[src/rtl/stage_watchdog_pkg.sv]
package stage_watchdog_pkg;
  localparam int TB_W        = 64;
  localparam int PER_W       = 6;
  localparam int REG_W       = 32;
  localparam int RC_W        = 2;
  // control layout
  localparam int CTL_PLO_MSB = 31;  // period[1:0]
  localparam int CTL_RC_LSB  = 28;  // reset-control field
  localparam int CTL_IE_BIT  = 26;  // interrupt enable
  localparam int CTL_PHI_LSB = 17;  // period[5:2]
  // status layout
  localparam int ST_A_BIT    = 31;
  localparam int ST_B_BIT    = 30;

  typedef struct packed {
    logic [PER_W-1:0] period;
    logic             irq_en;
    logic [RC_W-1:0]  rst_ctl;
  } wd_ctrl_t;
endpackage

[src/rtl/wd_timebase.sv]
module wd_timebase #(
  parameter int TB_W = 64
) (
  input  logic            clk,
  input  logic            rst_n,
  input  logic            tick_en_i,
  output logic [TB_W-1:0] tb_o
);
  logic [TB_W-1:0] tb_q;
  logic [TB_W-1:0] tb_d;

  always_comb begin
    tb_d = tb_q + TB_W'(1);
  end

  always_ff @(posedge clk or negedge rst_n) begin
    if (!rst_n)         tb_q <= '0;
    else if (tick_en_i) tb_q <= tb_d;
  end

  assign tb_o = tb_q;


  tb_step_chk: assert property (@(posedge clk) disable iff (!rst_n)
    tick_en_i |=> (tb_o == $past(tb_o) + TB_W'(1)));


  tb_hold_chk: assert property (@(posedge clk) disable iff (!rst_n)
    !tick_en_i |=> $stable(tb_o));
endmodule

[src/rtl/wd_expiry_det.sv]
module wd_expiry_det #(
  parameter int TB_W  = 64,
  parameter int PER_W = 6
) (
  input  logic             clk,
  input  logic             rst_n,
  input  logic [TB_W-1:0]  tb_i,
  input  logic [PER_W-1:0] period_i,
  output logic             expiry_o
);
  // reversed view: index p addresses timebase bit TB_W-1-p
  logic [TB_W-1:0]  tb_rev;
  logic             sel_bit;
  logic             prev_bit_q;
  logic [PER_W-1:0] prev_per_q;

  for (genvar g = 0; g < TB_W; g++) begin : g_rev
    assign tb_rev[g] = tb_i[TB_W-1-g];
  end

  assign sel_bit  = tb_rev[period_i];
  assign expiry_o = sel_bit & ~prev_bit_q & (prev_per_q == period_i);

  always_ff @(posedge clk or negedge rst_n) begin
    if (!rst_n) begin
      prev_bit_q <= 1'b0;
      prev_per_q <= '0;
    end else begin
      prev_bit_q <= sel_bit;
      prev_per_q <= period_i;
    end
  end


  per_change_quiet_chk: assert property (@(posedge clk) disable iff (!rst_n)
    expiry_o |-> $stable(period_i));


  event_single_chk: assert property (@(posedge clk) disable iff (!rst_n)
    expiry_o |=> !expiry_o);
endmodule

[src/rtl/wd_stage.sv]
module wd_stage
  import stage_watchdog_pkg::*;
(
  input  logic            clk,
  input  logic            rst_n,
  input  logic            expiry_i,
  input  logic            clr_a_i,
  input  logic            clr_b_i,
  input  logic [RC_W-1:0] rst_ctl_i,
  output logic            flag_a_o,
  output logic            flag_b_o,
  output logic            rst_req_o
);
  logic flag_a_q, flag_a_d;
  logic flag_b_q, flag_b_d;
  logic req_q, req_d;

  always_comb begin
    flag_a_d = flag_a_q & ~clr_a_i;
    flag_b_d = flag_b_q & ~clr_b_i;
    req_d    = 1'b0;
    if (expiry_i) begin
      if (!flag_a_q)      flag_a_d = 1'b1;
      else if (!flag_b_q) flag_b_d = 1'b1;
      else                req_d    = (rst_ctl_i != '0);
    end
  end

  always_ff @(posedge clk or negedge rst_n) begin
    if (!rst_n) begin
      flag_a_q <= 1'b0;
      flag_b_q <= 1'b0;
      req_q    <= 1'b0;
    end else begin
      flag_a_q <= flag_a_d;
      flag_b_q <= flag_b_d;
      req_q    <= req_d;
    end
  end

  assign flag_a_o  = flag_a_q;
  assign flag_b_o  = flag_b_q;
  assign rst_req_o = req_q;


  arm_on_expiry_chk: assert property (@(posedge clk) disable iff (!rst_n)
    $rose(flag_a_q) |-> $past(expiry_i));


  b_after_a_chk: assert property (@(posedge clk) disable iff (!rst_n)
    $rose(flag_b_q) |-> $past(flag_a_q));


  req_cause_chk: assert property (@(posedge clk) disable iff (!rst_n)
    req_q |-> $past(flag_a_q && flag_b_q && (rst_ctl_i != '0)));


  req_pulse_chk: assert property (@(posedge clk) disable iff (!rst_n)
    req_q |=> !req_q);
endmodule

[src/rtl/wd_regs.sv]
module wd_regs
  import stage_watchdog_pkg::*;
(
  input  logic             clk,
  input  logic             rst_n,
  input  logic             wr_i,
  input  logic             addr_i,
  input  logic [REG_W-1:0] wdata_i,
  input  logic             flag_a_i,
  input  logic             flag_b_i,
  output wd_ctrl_t         ctrl_o,
  output logic             clr_a_o,
  output logic             clr_b_o,
  output logic [REG_W-1:0] rdata_o
);
  localparam logic [REG_W-1:0] USED_MASK =
      (REG_W'(3) << (CTL_PLO_MSB - 1)) | (REG_W'(1) << CTL_IE_BIT)
    | (REG_W'(3) << CTL_RC_LSB) | (REG_W'((1 << (PER_W - 2)) - 1) << CTL_PHI_LSB)
    | (REG_W'(1) << ST_A_BIT) | (REG_W'(1) << ST_B_BIT);

  wd_ctrl_t ctrl_q, ctrl_d;
  logic     ctrl_we;
  logic     unused_wdata;

  assign ctrl_we      = wr_i & ~addr_i;
  assign clr_a_o      = wr_i & addr_i & wdata_i[ST_A_BIT];
  assign clr_b_o      = wr_i & addr_i & wdata_i[ST_B_BIT];
  assign unused_wdata = ^(wdata_i & ~USED_MASK);

  always_comb begin
    ctrl_d        = ctrl_q;
    ctrl_d.period = {wdata_i[CTL_PHI_LSB +: PER_W-2], wdata_i[CTL_PLO_MSB -: 2]};
    ctrl_d.irq_en = wdata_i[CTL_IE_BIT];
    if (ctrl_q.rst_ctl == '0) ctrl_d.rst_ctl = wdata_i[CTL_RC_LSB +: RC_W];
  end

  always_ff @(posedge clk or negedge rst_n) begin
    if (!rst_n)       ctrl_q <= '0;
    else if (ctrl_we) ctrl_q <= ctrl_d;
  end

  always_comb begin
    rdata_o = '0;
    if (!addr_i) begin
      rdata_o[CTL_PLO_MSB -: 2]          = ctrl_q.period[1:0];
      rdata_o[CTL_PHI_LSB +: PER_W-2]    = ctrl_q.period[PER_W-1:2];
      rdata_o[CTL_IE_BIT]                = ctrl_q.irq_en;
      rdata_o[CTL_RC_LSB +: RC_W]        = ctrl_q.rst_ctl;
    end else begin
      rdata_o[ST_A_BIT] = flag_a_i;
      rdata_o[ST_B_BIT] = flag_b_i;
    end
  end

  assign ctrl_o = ctrl_q;


  rc_lock_chk: assert property (@(posedge clk) disable iff (!rst_n)
    (ctrl_q.rst_ctl != '0) |=> $stable(ctrl_q.rst_ctl));
endmodule

[src/rtl/stage_watchdog.sv]
module stage_watchdog
  import stage_watchdog_pkg::*;
(
  input  logic             clk,
  input  logic             rst_n,
  input  logic             tick_en,
  input  logic             reg_wr,
  input  logic             reg_addr,
  input  logic [REG_W-1:0] reg_wdata,
  output logic [REG_W-1:0] reg_rdata,
  output logic [TB_W-1:0]  tb_value,
  output logic             wd_irq,
  output logic             wd_rst_req
);
  wd_ctrl_t ctrl;
  logic     expiry;
  logic     clr_a, clr_b;
  logic     flag_a, flag_b;

  wd_timebase #(.TB_W(TB_W)) u_tb (
    .clk       (clk),
    .rst_n     (rst_n),
    .tick_en_i (tick_en),
    .tb_o      (tb_value)
  );

  wd_expiry_det #(.TB_W(TB_W), .PER_W(PER_W)) u_det (
    .clk      (clk),
    .rst_n    (rst_n),
    .tb_i     (tb_value),
    .period_i (ctrl.period),
    .expiry_o (expiry)
  );

  wd_regs u_regs (
    .clk      (clk),
    .rst_n    (rst_n),
    .wr_i     (reg_wr),
    .addr_i   (reg_addr),
    .wdata_i  (reg_wdata),
    .flag_a_i (flag_a),
    .flag_b_i (flag_b),
    .ctrl_o   (ctrl),
    .clr_a_o  (clr_a),
    .clr_b_o  (clr_b),
    .rdata_o  (reg_rdata)
  );

  wd_stage u_stage (
    .clk       (clk),
    .rst_n     (rst_n),
    .expiry_i  (expiry),
    .clr_a_i   (clr_a),
    .clr_b_i   (clr_b),
    .rst_ctl_i (ctrl.rst_ctl),
    .flag_a_o  (flag_a),
    .flag_b_o  (flag_b),
    .rst_req_o (wd_rst_req)
  );

  assign wd_irq = flag_b & ctrl.irq_en;
endmodule

[config.mk]
export PLATFORM = sky130hd
export DESIGN_NAME = stage_watchdog
export DESIGN_NICKNAME = d
export VERILOG_FILES = /design/src/rtl/stage_watchdog_pkg.sv /design/src/rtl/wd_timebase.sv /design/src/rtl/wd_expiry_det.sv /design/src/rtl/wd_stage.sv /design/src/rtl/wd_regs.sv /design/src/rtl/stage_watchdog.sv
export SDC_FILE = /design/constraint.sdc
export NUM_CORES = 1
export LEC_CHECK = 0
export BUFFER_PORTS_ARGS = -buffer_cell sky130_fd_sc_hd__buf_4
export CORE_MARGIN = 2
export CORE_UTILIZATION = 45
export DETAILED_ROUTE_END_ITERATION = 10
export HOLD_SLACK_MARGIN = 0.05
export PLACE_DENSITY = 0.83
export SETUP_SLACK_MARGIN = 0.3
export SLEW_MARGIN = 0
export SYNTH_ARGS = -nofsm -noshare
export SYNTH_HDL_FRONTEND = slang
export SYNTH_SLANG_ARGS = --single-unit
export TNS_END_PERCENT = 20
[constraint.sdc]
create_clock -name clk -period 2.5 [get_ports clk]
set_clock_uncertainty 0.1 [all_clocks]
set_input_delay 0.5 -clock clk [delete_from_list [all_inputs] [get_ports clk]]
set_output_delay 0.5 -clock clk [all_outputs]
set_load 0.02 [all_outputs]
==> flow_summary.toml, run 1 <==
[status]
status = "completed"

[power_and_ir_drop]
power_frac_comb_pct = 23.0
p_sw_mw = 1.03
p_seq_share_pct = 49.3
peakVddDrop_uv = 484
leakage_nw = 2.68
p_clk_share_pct = 27.7
sw_frac_of_total_pct = 31.5
p_per_area_nw_per_um2 = 599
intPower_mw = 2.23

[finish]
layout_common_cells = "buf_4 (98), dfrtp_1 (81), xnor2_1 (50)"
layout_commonest_cell = "buf_4"
nets = 545
area_growth_pct = 22.7
layout-drive-gt1-share_pct = 29.9
num_antenna_cells = 0

[cts]
path_clk_slew_ns = 0.08
cts_buffer_depth = 2
cts_tree = "done"
numCtsBuffers = 9
clkSinkCount = 83
cts_root_buf = "clkbuf_8"
cts_max_level = 3
clock_latency_ns = 0.36

[placement]
port_buffers = 88
gp_congestion = 0.827
dp_hpwl_mm = 7.17

[grt]
grt_pass1_vias = 3150
grt_pass1_wl_mm = 15.2
grt_antenna_before_repair = 0
grt_usage_pct = 18.5
grt_max_degree = 49
gr-total-overflow = 0

[synth]
synth_sequential_area_ratio_pct = 46.9
async_flop_share_pct = 100
ys_dominant_reg_cell = "dfrtp_1"
yosysTopAreaCell = "dfrtp_1"
yosysTopAreaCellShare_pct = 46.9
ys_warn_count = 0
postSynthAreaPerCell_sq_um = 10.9
yosys-top-cells-area = "dfrtp_1 (47%), xnor2_1 (9.9%), mux2i_1 (7.2%)"
synthesis.area_sq_um = 4430
synth-edff-count = 0
syn_inst = 405
ys_seq_elements = 83
yosysUniqueCellTypes = 38

[drt]
routed_wl_mm = 9.76
first_pass_iters = 4
vias = 3304
wire_per_inst_um = 15.2
drtIter0Drc = 166
ant_nets = 0
avgViaCountPerCell = 5.13
route.detailed.drc = 0

[timing]
max_freq_mhz = 472
period_needed_ns = 2.12
hold_violations = 0
relSlewSlack_pct = 58.6
hold_ws_ns = 0.258
finalMaxSlewViolations = 0
period_share_pct = 84.7
rsz0062_at_grt = "yes"
tns_ns = 0
setup_viol = 0
worst_pin_slew_ns = 0.616

[floorplanning]
die_h_um = 103
ios = 135
die_x_um = 103
initial_core_util_pct = 45.9
die_area_sq_um = 10600
core_sq_um = 9640
rows = 36

[worst_setup_path]
critPathKind = "reg2reg"
required_ns = 2.68
r2r_start = "u_tb.tb_o[1]"
endpoint_kind = "flip-flop"
worst-r2r-cell-count = 8
arrival_ns = 2.30
r2r_setup_slack_ns = 0.38
crit_fanout = 6
worstReg2RegEnd = "u_tb.tb_o[42]"
worstSetupStartpointType = "flip-flop"

[hold_path]
min_from = "tick_en"
hold_end = "u_tb.tb_o[0]"
min_path_type = "in2reg"
whs_path_depth = 2

[flow_run]
maxCapViolCount = 0
## flip-flops by register name, indices dropped and copies added (netlist names)
register / flops
u_tb.tb_o: 64
u_stage.flag_a_o: 1
u_det.prev_per_q: 6
u_stage.rst_req_o: 1
u_stage.flag_b_o: 1
u_det.prev_bit_q: 1
u_regs.ctrl_o: 9
## cells by family after synthesis
group	synth area share (%)
flops	46.9
compound gates	4.15
xor+xnor	13.7
simple gates	19.2
other cells	0.0847
buf+inv	5.94
mux	9.78
fa+ha+maj	0.283
## worst max path at each step
stage | startpoint | endpoint | slack, ns | cells after the start
floorplan | u_tb.tb_o[12] | u_tb.tb_o[59] | 0.41 | 7
global placement | u_tb.tb_o[32] | u_tb.tb_o[63] | 0.30 | 6
detailed placement | u_tb.tb_o[32] | u_tb.tb_o[53] | 0.24 | 6
CTS | u_regs.ctrl_o[3] | u_stage.flag_b_o | 0.26 | 7
finish | u_tb.tb_o[1] | u_tb.tb_o[42] | 0.38 | 8
global route | u_tb.tb_o[1] | u_tb.tb_o[54] | 0.21 | 7
## power by group through the flow
stage          Combinational [mW]  Sequential (mW)  Clock (mW)
2_1_floorplan               0.450             1.66           0
3_3_place_gp                0.725             1.61           0
3_5_place_dp                0.737             1.62           0
4_1_cts                     0.742             1.60       0.920
5_1_grt                     0.815             1.62       0.978
6_report                    0.749             1.60       0.900
## cell usage after synthesis, types with 4 or more instances
cell type and number:
and3_2 6, xor2_1 19, dfrtp_1 83, buf_4 25, xnor2_1 50, nand3_1 22
clkbuf_1 5, and3_1 5, nor2b_1 8, and4_1 12, a21oi_1 7, a22oi_1 13
inv_1 6, nand2_1 31, mux2_2 10, nand4_1 14, nor2_1 20, and2_1 5
nand4_2 4, mux2i_1 32
## worst max-delay path, stage by stage (launching register included)
cell and delay [ns]:
dfrtp_1 0.43, ha_1 0.21, and4_1 0.21, nand3_1 0.19, nor3_4 0.33, buf_4 0.21, nand2_1 0.08, nor2_1 0.12
xor2_1 0.15
## metal layers
metal	vias to the layer above	track usage, %	part of all wire [%]
met4	0	6.17	0.89
met1	1625	24.8	46
met3	12	4.50	5.1
met5	-	0	0
li1	1581	-	-
met2	86	29.6	48
## through the flow
stage	cell area (sq um)	utilization, %	worst slack [ns]	power [mW]	cells
floorplan	4510	-	0.408	2.11	427
global placement	5200	53.9	0.305	2.34	627
detailed placement	5200	53.9	0.242	2.36	627
CTS	5390	55.9	0.256	3.26	643
global route	5430	56.3	0.212	3.41	644
finish	5430	56.3	0.382	3.25	644
## what timing repair did
item,CTS,global route
setup endpoints to repair,9,20
endpoints found under the hold margin,35,0
hold buffers,1,0
pin swaps,0,1
buffers inserted,0,1
gates resized for setup,1,10
## cell type report
| type | instances | area [sq um] |
|---|---|---|
| fillers | 842 | 4210 |
| multi-input cells | 305 | 2200 |
| flip-flops and latches | 83 | 2080 |
| repair buffers | 102 | 788 |
| clock buffers | 13 | 169 |
| well taps | 133 | 166 |
| inverters | 6 | 22.5 |
| clock inverters | 2 | 10.0 |
No activity file was read; power rests on OpenSTA's default activity.
==> inputs of run 2 (changes only) <==
- ABC_AREA: default -> 1
- PLACE_DENSITY: 0.83 -> 0.82
- clock period: 2.5 -> 1.96 ns (I/O delays scaled with it)
==> flow_summary.toml, run 2 <==
[status]
status = "completed"

[drt]
ant_nets = 0
drtIter0Drc = 364
route.detailed.drc = 0
vias = 5289
avgViaCountPerCell = 5.29
first_pass_iters = 5
routed_wl_mm = 16.2
wire_per_inst_um = 16.2

[cts]
cts_root_buf = "clkbuf_16"
clock_latency_ns = 0.35
cts_tree = "done"
cts_max_level = 3
numCtsBuffers = 9
path_clk_slew_ns = 0.07
cts_buffer_depth = 2
clkSinkCount = 83

[finish]
layout_commonest_cell = "nand2_1"
layout-drive-gt1-share_pct = 38.2
largest_register_ffs = 64
layout_common_cells = "nand2_1 (176), buf_4 (143), nand3_1 (66)"
nets = 889
final_util_pct = 65.0
area_growth_pct = 41.1
num_antenna_cells = 0
stdcell_count = 999
postLayoutCellArea_sq_um = 7390

[hold_path]
min_path_type = "in2reg"
whs_path_depth = 3
min_from = "reg_wdata[28]"

[synth]
yosys-top-cells-area = "dfrtp_1 (40%), nand2_1 (14%), nand3_1 (7.6%)"
postSynthAreaPerCell_sq_um = 7.54
yosys-top-cells-count = "nand2_1 (191), dfrtp_1 (83), nand3_1 (80)"
syn_inst = 695
ys_warn_count = 0
yosysMostFrequentCell = "nand2_1"
async_flop_share_pct = 100
yosysTopAreaCellShare_pct = 39.6
synthesis.area_sq_um = 5240
yosysTopAreaCell = "dfrtp_1"
ys_dominant_reg_cell = "dfrtp_1"
synth_sequential_area_ratio_pct = 39.6
yosysUniqueCellTypes = 40
synth-edff-count = 0
ys_seq_elements = 83

[grt]
grt_max_degree = 33
grt_pass1_wl_mm = 24.8
gr-total-overflow = 0
grt_pass1_vias = 5044
grt_usage_pct = 24.5
grt_antenna_before_repair = 0

[floorplanning]
die_area_sq_um = 12500
die_x_um = 112
die_h_um = 112
ios = 135
core_sq_um = 11400
rows = 39
initial_core_util_pct = 46.1

[power_and_ir_drop]
power_frac_comb_pct = 26.4
p_sw_mw = 1.73
leakage_nw = 3.68
sw_frac_of_total_pct = 32.5
peakVddDrop_uv = 464
p_seq_share_pct = 37.6
p_total_mw = 5.30
intPower_mw = 3.58
p_per_area_nw_per_um2 = 717
p_clk_share_pct = 36.0

[worst_setup_path]
worst-r2r-cell-count = 9
required_ns = 2.13
endpoint_kind = "flip-flop"
crit_path_end = "u_tb.tb_o[58]"
worstReg2RegEnd = "u_tb.tb_o[58]"
critPathKind = "reg2reg"
r2r_setup_slack_ns = 0.07
crit_fanout = 4
r2r_start = "u_tb.tb_o[1]"
crit_start = "u_tb.tb_o[1]"
worstSetupStartpointType = "flip-flop"
arrival_ns = 2.07

[timing]
tns_ns = 0
hold_ws_ns = 0.186
period_share_pct = 96.6
fin_ws_ns = 0.0674
period_needed_ns = 1.89
hold_violations = 0
rsz0062_at_grt = "yes"
max_freq_mhz = 528
worst_pin_slew_ns = 0.498
setup_viol = 0
finalMaxSlewViolations = 0
relSlewSlack_pct = 66.7

[placement]
dp.cells = 959
place_ws_ns = 0.0428
port_buffers = 88
dp_hpwl_mm = 10.7
gp_congestion = 0.882
placed_area_sq_um = 6370

[flow_run]
maxCapViolCount = 0
-- run 2: changes by cell type after synthesis, sizes merged, moves of 14 or more --
cell   previous run  this run
and4             14         0
mux2i            32         0
xnor2            50        17
nor3              5        25
nand2            31       200
xor2             19        43
nor2             20        84
nand3            23        83
inv               6        75
-- run 2: logic make-up after synthesis --
kind of cell	Yosys count	share of synthesized area [%]
flops	83	39.6
compound gates	22	2.36
fa+ha+maj	1	0.239
other cells	1	0.0715
simple gates	413	37.6
xor+xnor	60	10.0
buf+inv	115	10.1
-- run 2: metal layers --
| metal | vias up | part of all wire [%] | track usage (%) |
|---|---|---|---|
| met2 | 280 | 48 | 39.4 |
| met4 | 0 | 3.9 | 9.84 |
| met1 | 2485 | 41 | 33.9 |
| li1 | 2462 | - | - |
| met3 | 62 | 7.1 | 3.27 |
| met5 | - | 0 | 0 |
-- run 2: power by group through the flow --
stage	combinational, mW	sequential, mW	clock [mW]
global placement	1.10	2.01	0
floorplan	0.573	2.11	0
detailed placement	1.11	2.02	0
global route	1.51	2.01	2.00
CTS	1.24	1.98	1.91
finish	1.40	2.00	1.91
-- run 2: timing repair --
| action | 4_1_cts | 5_1_grt |
|---|---|---|
| buffers inserted | 16 | 4 |
| endpoints found under the setup margin | 47 | 55 |
| gates cloned | 0 | 3 |
| resized for setup | 31 | 103 |
| endpoints found under the hold margin | 27 | 0 |
| hold buffers | 1 | 0 |
| pin swaps | 12 | 37 |
-- run 2: worst min-delay path by stage --
stage	to
finish	u_regs.ctrl_o[0]
global route	u_regs.ctrl_o[1]
CTS	u_regs.ctrl_o[0]
detailed placement	u_tb.tb_o[24]
global placement	u_tb.tb_o[24]
floorplan	u_det.prev_bit_q
-- run 2: final cells by class --
class,instances,area (sq um)
repair buffers,162,1340
inverters,76,298
clock buffers,9,225
flip-flops and latches,83,2110
clock inverters,7,105
well taps,143,179
fillers,877,3980
multi-input cells,519,3130
-- run 2: critical path, stage by stage, from the launching register on --
cell	delay [ns]
dfrtp_2	0.41
ha_4	0.16
inv_2	0.04
nor2_2	0.10
nand4_1	0.21
buf_4	0.21
nor2_4	0.10
nand4_4	0.16
nor3_4	0.17
xor2_1	0.15
